<file path="config.mk">
export PLATFORM = sky130hd
export DESIGN_NAME = outbound_window_xlate
export DESIGN_NICKNAME = d
export VERILOG_FILES = /design/src/rtl/owx_pkg.sv /design/src/rtl/owx_regfile.sv /design/src/rtl/owx_match.sv /design/src/rtl/owx_pick.sv /design/src/rtl/outbound_window_xlate.sv
export SDC_FILE = /design/constraint.sdc
export NUM_CORES = 2
export LEC_CHECK = 0
export BUFFER_PORTS_ARGS = -buffer_cell sky130_fd_sc_hd__buf_2
export CAP_MARGIN = 10
export CORE_MARGIN = 1
export CORE_UTILIZATION = 45
export DETAILED_ROUTE_END_ITERATION = 12
export RECOVER_POWER = 100
export SYNTH_ARGS = -nofsm -noshare
export SYNTH_HDL_FRONTEND = slang
export SYNTH_SLANG_ARGS = --single-unit
</file>
<file path="constraint.sdc">
create_clock -name clk -period 2.7 [get_ports clk]
set_input_delay 0.135 -clock clk [delete_from_list [all_inputs] [get_ports clk]]
set_output_delay 0.135 -clock clk [all_outputs]
set_load 0.02 [all_outputs]
</file>
<file path="src/rtl/owx_pkg.sv">
package owx_pkg;
   localparam int unsigned DATA_W      = 32;
   localparam int unsigned OFS_MATCH_L = 'h00;
   localparam int unsigned OFS_MATCH_H = 'h04;
   localparam int unsigned OFS_REMAP_L = 'h08;
   localparam int unsigned OFS_REMAP_H = 'h0C;
   localparam int unsigned OFS_MASK_L  = 'h10;
   localparam int unsigned OFS_MASK_H  = 'h14;
   localparam int unsigned OFS_ACTION  = 'h18;
   localparam int unsigned OFS_SPAN    = 'h1C;

   typedef enum logic [3:0] {
      XT_MEM  = 4'h0,
      XT_IO   = 4'h4,
      XT_CFG0 = 4'h8,
      XT_CFG1 = 4'h9,
      XT_MSG  = 4'hC
   } xact_type_e;
endpackage

</file>
<file path="src/rtl/owx_regfile.sv">
module owx_regfile
   import owx_pkg::*;
#(
   parameter int unsigned NUM_WIN = 8,
   parameter int unsigned ADDR_W  = 64,
   parameter int unsigned RA_W    = 16,
   parameter int unsigned BASE    = 'h4C00,
   parameter int unsigned STRIDE  = 'h20
) (
   input  logic                               clk,
   input  logic                               rst_n,
   input  logic                               wr_en,
   input  logic [RA_W-1:0]                    wr_addr,
   input  logic [DATA_W-1:0]                  wr_data,
   output logic [NUM_WIN-1:0][ADDR_W-1:0]     match_o,
   output logic [NUM_WIN-1:0][ADDR_W-1:0]     remap_o,
   output logic [NUM_WIN-1:0][ADDR_W-1:0]     mask_o,
   output logic [NUM_WIN-1:0][DATA_W-1:0]     action_o,
   output logic [DATA_W-1:0]                  dflt_o
);
   localparam int unsigned HI_W      = ADDR_W - DATA_W;
   localparam int unsigned DFLT_OFS  = BASE + STRIDE*(NUM_WIN-1) + OFS_ACTION + 4;
   localparam int unsigned LAST_BYTE = BASE + STRIDE*NUM_WIN;

   if (ADDR_W <= DATA_W || ADDR_W > 2*DATA_W) begin : g_bad_aw
      $error("owx_regfile: ADDR_W must lie in (32, 64]");
   end
   if (STRIDE < OFS_SPAN + 4) begin : g_bad_stride
      $error("owx_regfile: STRIDE too small for a window block");
   end
   if (LAST_BYTE > (1 << RA_W)) begin : g_bad_ra
      $error("owx_regfile: register map exceeds RA_W");
   end

   logic [NUM_WIN-1:0][ADDR_W-1:0] match_q, remap_q, mask_q;
   logic [NUM_WIN-1:0][DATA_W-1:0] action_q;
   logic [DATA_W-1:0]              dflt_q;

   function automatic logic [RA_W-1:0] slot(input int unsigned w, input int unsigned o);
      return RA_W'(BASE + STRIDE*w + o);
   endfunction

   always_ff @(posedge clk or negedge rst_n) begin
      if (!rst_n) begin
         match_q  <= '0;
         remap_q  <= '0;
         mask_q   <= '0;
         action_q <= '0;
         dflt_q   <= '0;
      end else if (wr_en) begin
         for (int unsigned w = 0; w < NUM_WIN; w++) begin
            if (wr_addr == slot(w, OFS_MATCH_L)) match_q[w][DATA_W-1:0]      <= wr_data;
            if (wr_addr == slot(w, OFS_MATCH_H)) match_q[w][ADDR_W-1:DATA_W] <= wr_data[HI_W-1:0];
            if (wr_addr == slot(w, OFS_REMAP_L)) remap_q[w][DATA_W-1:0]      <= wr_data;
            if (wr_addr == slot(w, OFS_REMAP_H)) remap_q[w][ADDR_W-1:DATA_W] <= wr_data[HI_W-1:0];
            if (wr_addr == slot(w, OFS_MASK_L))  mask_q[w][DATA_W-1:0]       <= wr_data;
            if (wr_addr == slot(w, OFS_MASK_H))  mask_q[w][ADDR_W-1:DATA_W]  <= wr_data[HI_W-1:0];
            if (wr_addr == slot(w, OFS_ACTION))  action_q[w]                 <= wr_data;
         end
         if (wr_addr == RA_W'(DFLT_OFS)) dflt_q <= wr_data;
      end
   end

   assign match_o  = match_q;
   assign remap_o  = remap_q;
   assign mask_o   = mask_q;
   assign action_o = action_q;
   assign dflt_o   = dflt_q;

   // configuration only moves on a write strobe
   p_cfg_hold_r2: assert property (@(posedge clk) disable iff (!rst_n)
      !wr_en |=> ($stable(match_q) && $stable(remap_q) && $stable(mask_q)
                  && $stable(action_q) && $stable(dflt_q)));
endmodule

</file>
<file path="src/rtl/owx_match.sv">
module owx_match #(
   parameter int unsigned ADDR_W    = 64,
   parameter int unsigned GRAN_BITS = 16
) (
   input  logic              enable,
   input  logic [ADDR_W-1:0] addr,
   input  logic [ADDR_W-1:0] match,
   input  logic [ADDR_W-1:0] mask,
   input  logic [ADDR_W-1:0] remap,
   output logic              hit,
   output logic [ADDR_W-1:0] xaddr
);
   localparam logic [ADDR_W-1:0] LOW_M =
      {{(ADDR_W-GRAN_BITS){1'b0}}, {GRAN_BITS{1'b1}}};

   if (GRAN_BITS < 1 || GRAN_BITS >= ADDR_W) begin : g_bad_gran
      $error("owx_match: GRAN_BITS out of range");
   end

   logic [ADDR_W-1:0] m_eff;

   always_comb begin
      m_eff = mask & ~LOW_M;
      hit   = enable && ((addr & m_eff) == (match & m_eff));
      xaddr = (remap & m_eff) | (addr & ~m_eff);
   end
endmodule

</file>
<file path="src/rtl/owx_pick.sv">
module owx_pick
   import owx_pkg::*;
#(
   parameter int unsigned NUM_WIN = 8,
   parameter int unsigned ADDR_W  = 64,
   localparam int unsigned IDX_W  = $clog2(NUM_WIN)
) (
   input  logic [NUM_WIN-1:0]             hit_vec,
   input  logic [NUM_WIN-1:0][ADDR_W-1:0] xaddr,
   input  logic [NUM_WIN-1:0][DATA_W-1:0] action,
   input  logic [DATA_W-1:0]              dflt,
   input  logic [ADDR_W-1:0]              addr,
   output logic                           any_o,
   output logic [IDX_W-1:0]               sel_o,
   output logic [ADDR_W-1:0]              addr_o,
   output logic [DATA_W-1:0]              action_o
);
   always_comb begin
      any_o    = 1'b0;
      sel_o    = '0;
      addr_o   = addr;
      action_o = dflt;
      for (int w = NUM_WIN-1; w >= 0; w--) begin
         if (hit_vec[w]) begin
            any_o    = 1'b1;
            sel_o    = IDX_W'(w);
            addr_o   = xaddr[w];
            action_o = action[w];
         end
      end
   end

   // the chosen window hits and none below it does
   always_comb begin
      if (any_o) begin
         p_pick_lowest_r5: assert (hit_vec[sel_o] &&
            ((hit_vec & ((NUM_WIN'(1) << sel_o) - NUM_WIN'(1))) == '0));
      end
   end
endmodule

</file>
<file path="src/rtl/outbound_window_xlate.sv">
module outbound_window_xlate
   import owx_pkg::*;
#(
   parameter int unsigned NUM_WIN   = 8,
   parameter int unsigned ADDR_W    = 64,
   parameter int unsigned GRAN_BITS = 16,
   parameter int unsigned RA_W      = 16,
   parameter int unsigned BASE      = 'h4C00,
   parameter int unsigned STRIDE    = 'h20,
   parameter bit          OUT_REG   = 1'b1,
   localparam int unsigned IDX_W    = $clog2(NUM_WIN)
) (
   input  logic              clk,
   input  logic              rst_n,
   input  logic              reg_wr_en,
   input  logic [RA_W-1:0]   reg_addr,
   input  logic [31:0]       reg_wdata,
   input  logic              req_valid,
   input  logic [ADDR_W-1:0] req_addr,
   output logic              rsp_valid,
   output logic              rsp_hit,
   output logic [IDX_W-1:0]  rsp_win,
   output logic [ADDR_W-1:0] rsp_addr,
   output logic [31:0]       rsp_action
);
   if (NUM_WIN < 2 || NUM_WIN > 16) begin : g_bad_nw
      $error("outbound_window_xlate: NUM_WIN must be 2..16");
   end

   logic [NUM_WIN-1:0][ADDR_W-1:0] c_match, c_remap, c_mask, w_xaddr;
   logic [NUM_WIN-1:0][DATA_W-1:0] c_action;
   logic [DATA_W-1:0]              c_dflt;
   logic [NUM_WIN-1:0]             win_en, w_hit;
   logic                           p_any;
   logic [IDX_W-1:0]               p_sel;
   logic [ADDR_W-1:0]              p_addr;
   logic [DATA_W-1:0]              p_action;

   owx_regfile #(
      .NUM_WIN(NUM_WIN), .ADDR_W(ADDR_W), .RA_W(RA_W),
      .BASE(BASE), .STRIDE(STRIDE)
   ) u_regs (
      .clk(clk), .rst_n(rst_n),
      .wr_en(reg_wr_en), .wr_addr(reg_addr), .wr_data(reg_wdata),
      .match_o(c_match), .remap_o(c_remap), .mask_o(c_mask),
      .action_o(c_action), .dflt_o(c_dflt)
   );

   for (genvar w = 0; w < NUM_WIN; w++) begin : g_win
      assign win_en[w] = c_match[w][0];
      owx_match #(.ADDR_W(ADDR_W), .GRAN_BITS(GRAN_BITS)) u_match (
         .enable(win_en[w]), .addr(req_addr),
         .match(c_match[w]), .mask(c_mask[w]), .remap(c_remap[w]),
         .hit(w_hit[w]), .xaddr(w_xaddr[w])
      );
   end

   owx_pick #(.NUM_WIN(NUM_WIN), .ADDR_W(ADDR_W)) u_pick (
      .hit_vec(w_hit), .xaddr(w_xaddr), .action(c_action),
      .dflt(c_dflt), .addr(req_addr),
      .any_o(p_any), .sel_o(p_sel), .addr_o(p_addr), .action_o(p_action)
   );

   if (OUT_REG) begin : g_reg
      always_ff @(posedge clk or negedge rst_n) begin
         if (!rst_n) begin
            rsp_valid  <= 1'b0;
            rsp_hit    <= 1'b0;
            rsp_win    <= '0;
            rsp_addr   <= '0;
            rsp_action <= '0;
         end else begin
            rsp_valid  <= req_valid;
            rsp_hit    <= req_valid && p_any;
            rsp_win    <= p_sel;
            rsp_addr   <= p_addr;
            rsp_action <= p_action;
         end
      end

      // one response for each request, one cycle later
      p_valid_follow_r7: assert property (@(posedge clk) disable iff (!rst_n)
         req_valid |=> rsp_valid);
      p_no_spurious_r7: assert property (@(posedge clk) disable iff (!rst_n)
         !req_valid |=> !rsp_valid);
      // a miss returns the request address and the default action
      p_miss_pass_r6: assert property (@(posedge clk) disable iff (!rst_n)
         (rsp_valid && !rsp_hit) |-> (rsp_addr == $past(req_addr) &&
            rsp_action == $past(c_dflt) && rsp_win == '0));
      // a reported window was enabled when the request arrived
      p_hit_enabled_r3: assert property (@(posedge clk) disable iff (!rst_n)
         (rsp_valid && rsp_hit) |-> (|($past(win_en) & (NUM_WIN'(1) << rsp_win))));
   end else begin : g_comb
      assign rsp_valid  = req_valid;
      assign rsp_hit    = req_valid && p_any;
      assign rsp_win    = p_sel;
      assign rsp_addr   = p_addr;
      assign rsp_action = p_action;
   end
endmodule

</file>
# Yosys cells after proc, flatten, opt, wreduce, memory -nomap -nowiden
# Cells that the tools add are included.
# W data, S select, Z words.
[word_totals]
regBits = 1925
in_bits = 116
out_inout_bits = 101
wordCells = 273
[op_classes]
n_eq_ne = 65
n_mux = 32
bitwise_logic = 48
reduce_logical = 66
[ops]
columns = ["op", "count"]
rows = [
  ["$and A64 B64 Y64", 32],
  ["$eq A16 B15 Y1 const B", 57],
  ["$eq A64 B64 Y1", 8],
  ["$mux W64", 8],
  ["$not A64 Y64", 8],
  ["$or A64 B64 Y64", 8],
  ["$mux W32", 8],
  ["$reduce_and A2 Y1", 57],
  ["$mux W3", 8],
  ["$logic_and A1 B1 Y1", 9],
  ["$mux W1", 8],
]

# Depth between registers and ports, before layout
[logic_depth]
depth_word = 12
ltp_mapped = 13
depth_no_buf = 8

# Modules after synthesis
# Synthesis repeated with hierarchy kept, for this count alone.
[hier_totals]
hier_cells = 6402
area_unflattened_um2 = 90111.4
[modules_own_cells]
columns = ["mod", "n_inst", "cells_per_inst", "area_each_um2", "seq_area_each_um2"]
rows = [
  ["owx_regfile", 1, 4118, 69028.7, 45643.8],
  ["owx_match", 8, 142, 1338.8, 0.0],
  ["owx_pick", 1, 1046, 7838.8, 0.0],
  ["outbound_window_xlate", 1, 102, 2533.7, 2527.4],
]

# Least setup slack after synthesis
# OpenSTA, ideal clock, no wires.
[synth_timing]
path_kind = "flip-flop to flip-flop"
start = "register u_regs.match_q, in the netlist u_regs.match_o[500]"
end = "register rsp_action[12]"
setup_ns = 0.132
t_arrival_ns = 2.424
required_time_ns = 2.568
slack_ns = 0.144
stages_incl_launch_ff = 11
path_buffers = 2
period_less_slack_ns = 2.556
cell_sequence = "dfrtp_1 > xor2_1 > a22oi_1 > nand4_1 > or4_1 > buf_2 > nor2_8 > buf_2 > mux2_2 > o21ai_1 > o211ai_1"
[synth_between]
elab_chain_cells = 11
[synth_rtl]
columns = ["element", "line", "source"]
rows = [
  ["from (decl)", "owx_regfile.sv:35", "logic [NUM_WIN-1:0][ADDR_W-1:0] match_q, remap_q, mask_q;"],
  ["from (signal, indexed assignment)", "owx_regfile.sv:52", "if (wr_addr == slot(w, OFS_MATCH_L)) match_q[w][DATA_W-1:0] <= wr_data;"],
  ["from (signal, indexed assignment)", "owx_regfile.sv:53", "if (wr_addr == slot(w, OFS_MATCH_H)) match_q[w][ADDR_W-1:DATA_W] <= wr_data[HI_W-1:0];"],
  ["$and A64 B64 Y64", "owx_match.sv:24", "hit = enable && ((addr & m_eff) == (match & m_eff));"],
  ["$eq A64 B64 Y1", "owx_match.sv:24", ""],
  ["$logic_and A1 B1 Y1", "owx_match.sv:24", ""],
  ["$mux W32 (8 in a row)", "owx_pick.sv:24", "if (hit_vec[w]) begin"],
  ["net p_action[12]", "outbound_window_xlate.sv:37", "logic [DATA_W-1:0] p_action;"],
  ["to (signal assigned)", "outbound_window_xlate.sv:77", "rsp_action <= p_action;"],
  ["to (decl)", "outbound_window_xlate.sv:24", "output logic [31:0] rsp_action"],
]
# The timed path passes the listed nets, and every way through them passes these cells.
# A chain may end at the register's enable or synchronous reset.

# Worst setup path after layout
[layout_timing]
start = "register u_regs.match_q, in the netlist u_regs.match_o[28]"
end = "register rsp_addr[20]"
[layout_between]
elab_chain_cells = 4
[layout_rtl]
columns = ["element", "line", "source"]
rows = [
  ["$and A64 B64 Y64", "owx_match.sv:24", ""],
  ["$eq A64 B64 Y1", "owx_match.sv:24", ""],
  ["$logic_and A1 B1 Y1", "owx_match.sv:24", ""],
  ["$mux W64", "owx_pick.sv:24", ""],
  ["net p_addr[20]", "outbound_window_xlate.sv:36", "logic [ADDR_W-1:0] p_addr;"],
  ["to (signal assigned)", "outbound_window_xlate.sv:76", "rsp_addr <= p_addr;"],
  ["to (decl)", "outbound_window_xlate.sv:23", "output logic [ADDR_W-1:0] rsp_addr,"],
]
# The timed path passes the listed nets, and every way through them passes these cells.

==> reports/metrics.cfg <==
[synth]
async_reset_ff_frac=1.00
ys_ff_latch=1549
syn-num-nets=6187
synth-main-ff-cell=dfrtp_1
synth_top_area_share=0.515
yosys.area.top_type=dfrtp_1
synth_cells=6071
synth_area_leaders=dfrtp_1 51%, mux2_2 22%, xor2_1 4.5%
ys_types=60
synth_edf_count=0
synthTopCellsByCount=1549 x dfrtp_1, 1501 x mux2_2, 389 x clkbuf_1
syn_area_sq_mm=0.0753
ys_warn_count=0
synth_seq_area_share=0.515
synth.most_common_cell=dfrtp_1
synth_area_per_cell_sq_um=12.4

[sta]
maxSlewHeadroom=-0.186
rsz0062_at_grt=true
holdWs_ns=0.0205
layout_setup_ws_ns=-0.625
worst_slew_pin_slew_ns=1.78
fin_skew_ns=0.0439
fin_crit_ns=3.32
hold_viol=0
finalCritPeriodShare=1.23
max_freq_mhz=301
slew_violations=459
setup_viol=88
fin_setup_tns_ns=-30.94

[global_routing]
track_usage=0.402
grt_max_degree=124
grt_pass1_wl_mm=473
met2_usage=0.590
grt-ovfl-total=0
grt_pass1_vias=59800
grt_busiest_layer=met2
antenna_found_initial=21
grt_use_met1=0.537
grtUsageMet3=0.0986

[job]
drv_cap=9

[min_path]
hold_path_class=input port to register

[pwr]
ir_worst_vdd_mv=0.751
power_mw=50.9
p_leak_nw=46.7
cellPowerDensity_mw_per_mm2=525

[floorplan]
ios=217
die_h_um=411
die_x_um=411
row_count=149
core-area_sq_mm=0.166
initial_utilization=0.455
die-area_sq_mm=0.169

[route]
drt_first_pass_iters=9
drc=0
vias=60800
ant_nets=0
wl_mm=347
viasPerCell=6.31
drtIter0Drc=7773
wire_per_inst_um=36.0

[finish]
final_util=0.586
layout-drive-gt1-share=0.468
fin_cells=9640
fin_nets=7427
syn2layout_area_growth_pct=28.8

[placed_design]
gp_congestion=1.01
io_buffers=216
dp.cells=9165
hpwl_mm=249

[clocking]
clkTransAtPathRegs_ns=0.06
cts_htree_levels=4
clock_sinks=1549
clk_path_buf_depth=3
cts_tree=done
cts_buffers=173
clock_latency_ns=0.85
ctsRootBufferMaster=clkbuf_16

[setup_path]
critPathKind=register to register
cp.required_ns=3.37
crit_fanout=11
worst_setup_path_start_kind=register
worstPathArrival_ns=4.00
endpoint_kind=register

[outcome]
violations=capacitance limit, slew limit, setup timing
status=complete, but fails checks

## where the power goes
group | leakage (nW) | switching (mW) | internal, mW | total [mW]
clock | 2.77 | 10.2 | 13.6 | 23.8
sequential | 21.0 | 0.0913 | 23.3 | 23.4
combinational | 22.9 | 2.68 | 1.00 | 3.68
total | 46.7 | 13.0 | 37.9 | 50.9
## state kept, by name (all words and copies together) (netlist names)
signal,cells
u_regs.match_o,392
u_regs.mask_o,384
u_regs.remap_o,384
u_regs.action_o,256
rsp_addr,64
rsp_action,32
u_regs.dflt_o,32
rsp_win,3
rsp_hit,1
rsp_valid,1
## placed cells by master (no fill, tap or decap), types with 106 or more instances in the layout
cell | Yosys | final
buf_12 | 0 | 116
clkbuf_16 | 0 | 184
buf_2 | 124 | 114
mux2i_1 | 257 | 252
nand4_1 | 152 | 152
xor2_1 | 384 | 371
nand2_1 | 234 | 225
a22oi_1 | 320 | 295
dfrtp_1 | 1549 | 1547
nand3_1 | 107 | 106
mux2_2 | 1501 | 1493
buf_4 | 4 | 994
clkbuf_1 | 389 | 197
## metrics by stage
stage	worst slack, ns	area, sq um
finish	-0.625	96900
global route	-0.637	96900
CTS	-0.485	96500
detailed placement	-1.33	88800
global placement	-1.35	88800
floorplan	0.144	75300
## logic make-up after synthesis
group                     Yosys count  share of synthesized area
xor gates and xnor gates          384                     0.0447
buffers and inverters             625                     0.0341
muxes                            1759                      0.259
and+or+nand+nor                   821                     0.0571
DFF                              1549                      0.515
AOI/OAI and AO/OA                 933                     0.0905
## metal layers
metal / wire [um] / part of all wire / up-vias
met3: 36100 / 0.10 / 908
met1: 136000 / 0.39 / 31600
met4: 26500 / 0.076 / 8
li1: - / - / 24800
met2: 148000 / 0.43 / 3496
met5: 50 / 0.00014 / -
## path summary, 6_finish.rpt
check	from	end	slack, ns	depth (start not counted)
min in group asynchronous	rst_n	u_regs.remap_o[401]	0.87	3
setup / recovery	u_regs.match_o[28]	rsp_addr[20]	-0.62	13
hold reg to reg	u_regs.action_o[104]	rsp_action[8]	0.50	2
hold / removal	reg_wdata[19]	u_regs.action_o[115]	0.02	4
max in group asynchronous	rst_n	u_regs.match_o[61]	0.03	3
setup reg to reg	u_regs.match_o[28]	rsp_addr[20]	-0.62	13
## cell type report
| class | instances | area (sq um) |
|---|---|---|
| fill | 13700 | 68600 |
| sequential | 1549 | 38800 |
| multi-input combinational | 3900 | 36300 |
| timing repair buffer | 1605 | 13200 |
| clock buffer | 261 | 5140 |
| tap | 2189 | 2740 |
| clock inverter | 43 | 455 |
| inverter | 82 | 308 |
| antenna | 11 | 27.5 |
## timing repair
action / in CTS / in global routing
hold endpoints to repair: 1310 / 0
hold buffers: 65 / 0
cloned: 4 / 11
setup endpoints to repair: 84 / 84
pin swaps: 77 / 108
resized for setup: 242 / 298
buffers inserted: 45 / 59
## critical path, stage by stage, from the launching register on
cell	delay (ns)
dfrtp_1	0.40
xor2_2	0.16
a22o_1	0.29
a221oi_2	0.19
nand4_1	0.13
buf_4	0.17
nor4_4	0.37
buf_4	0.21
nor3_4	0.04
buf_4	0.13
buf_12	0.15
buf_6	0.12
a222oi_1	0.69
a21oi_1	0.11
Power figures use the tool's default switching activity.
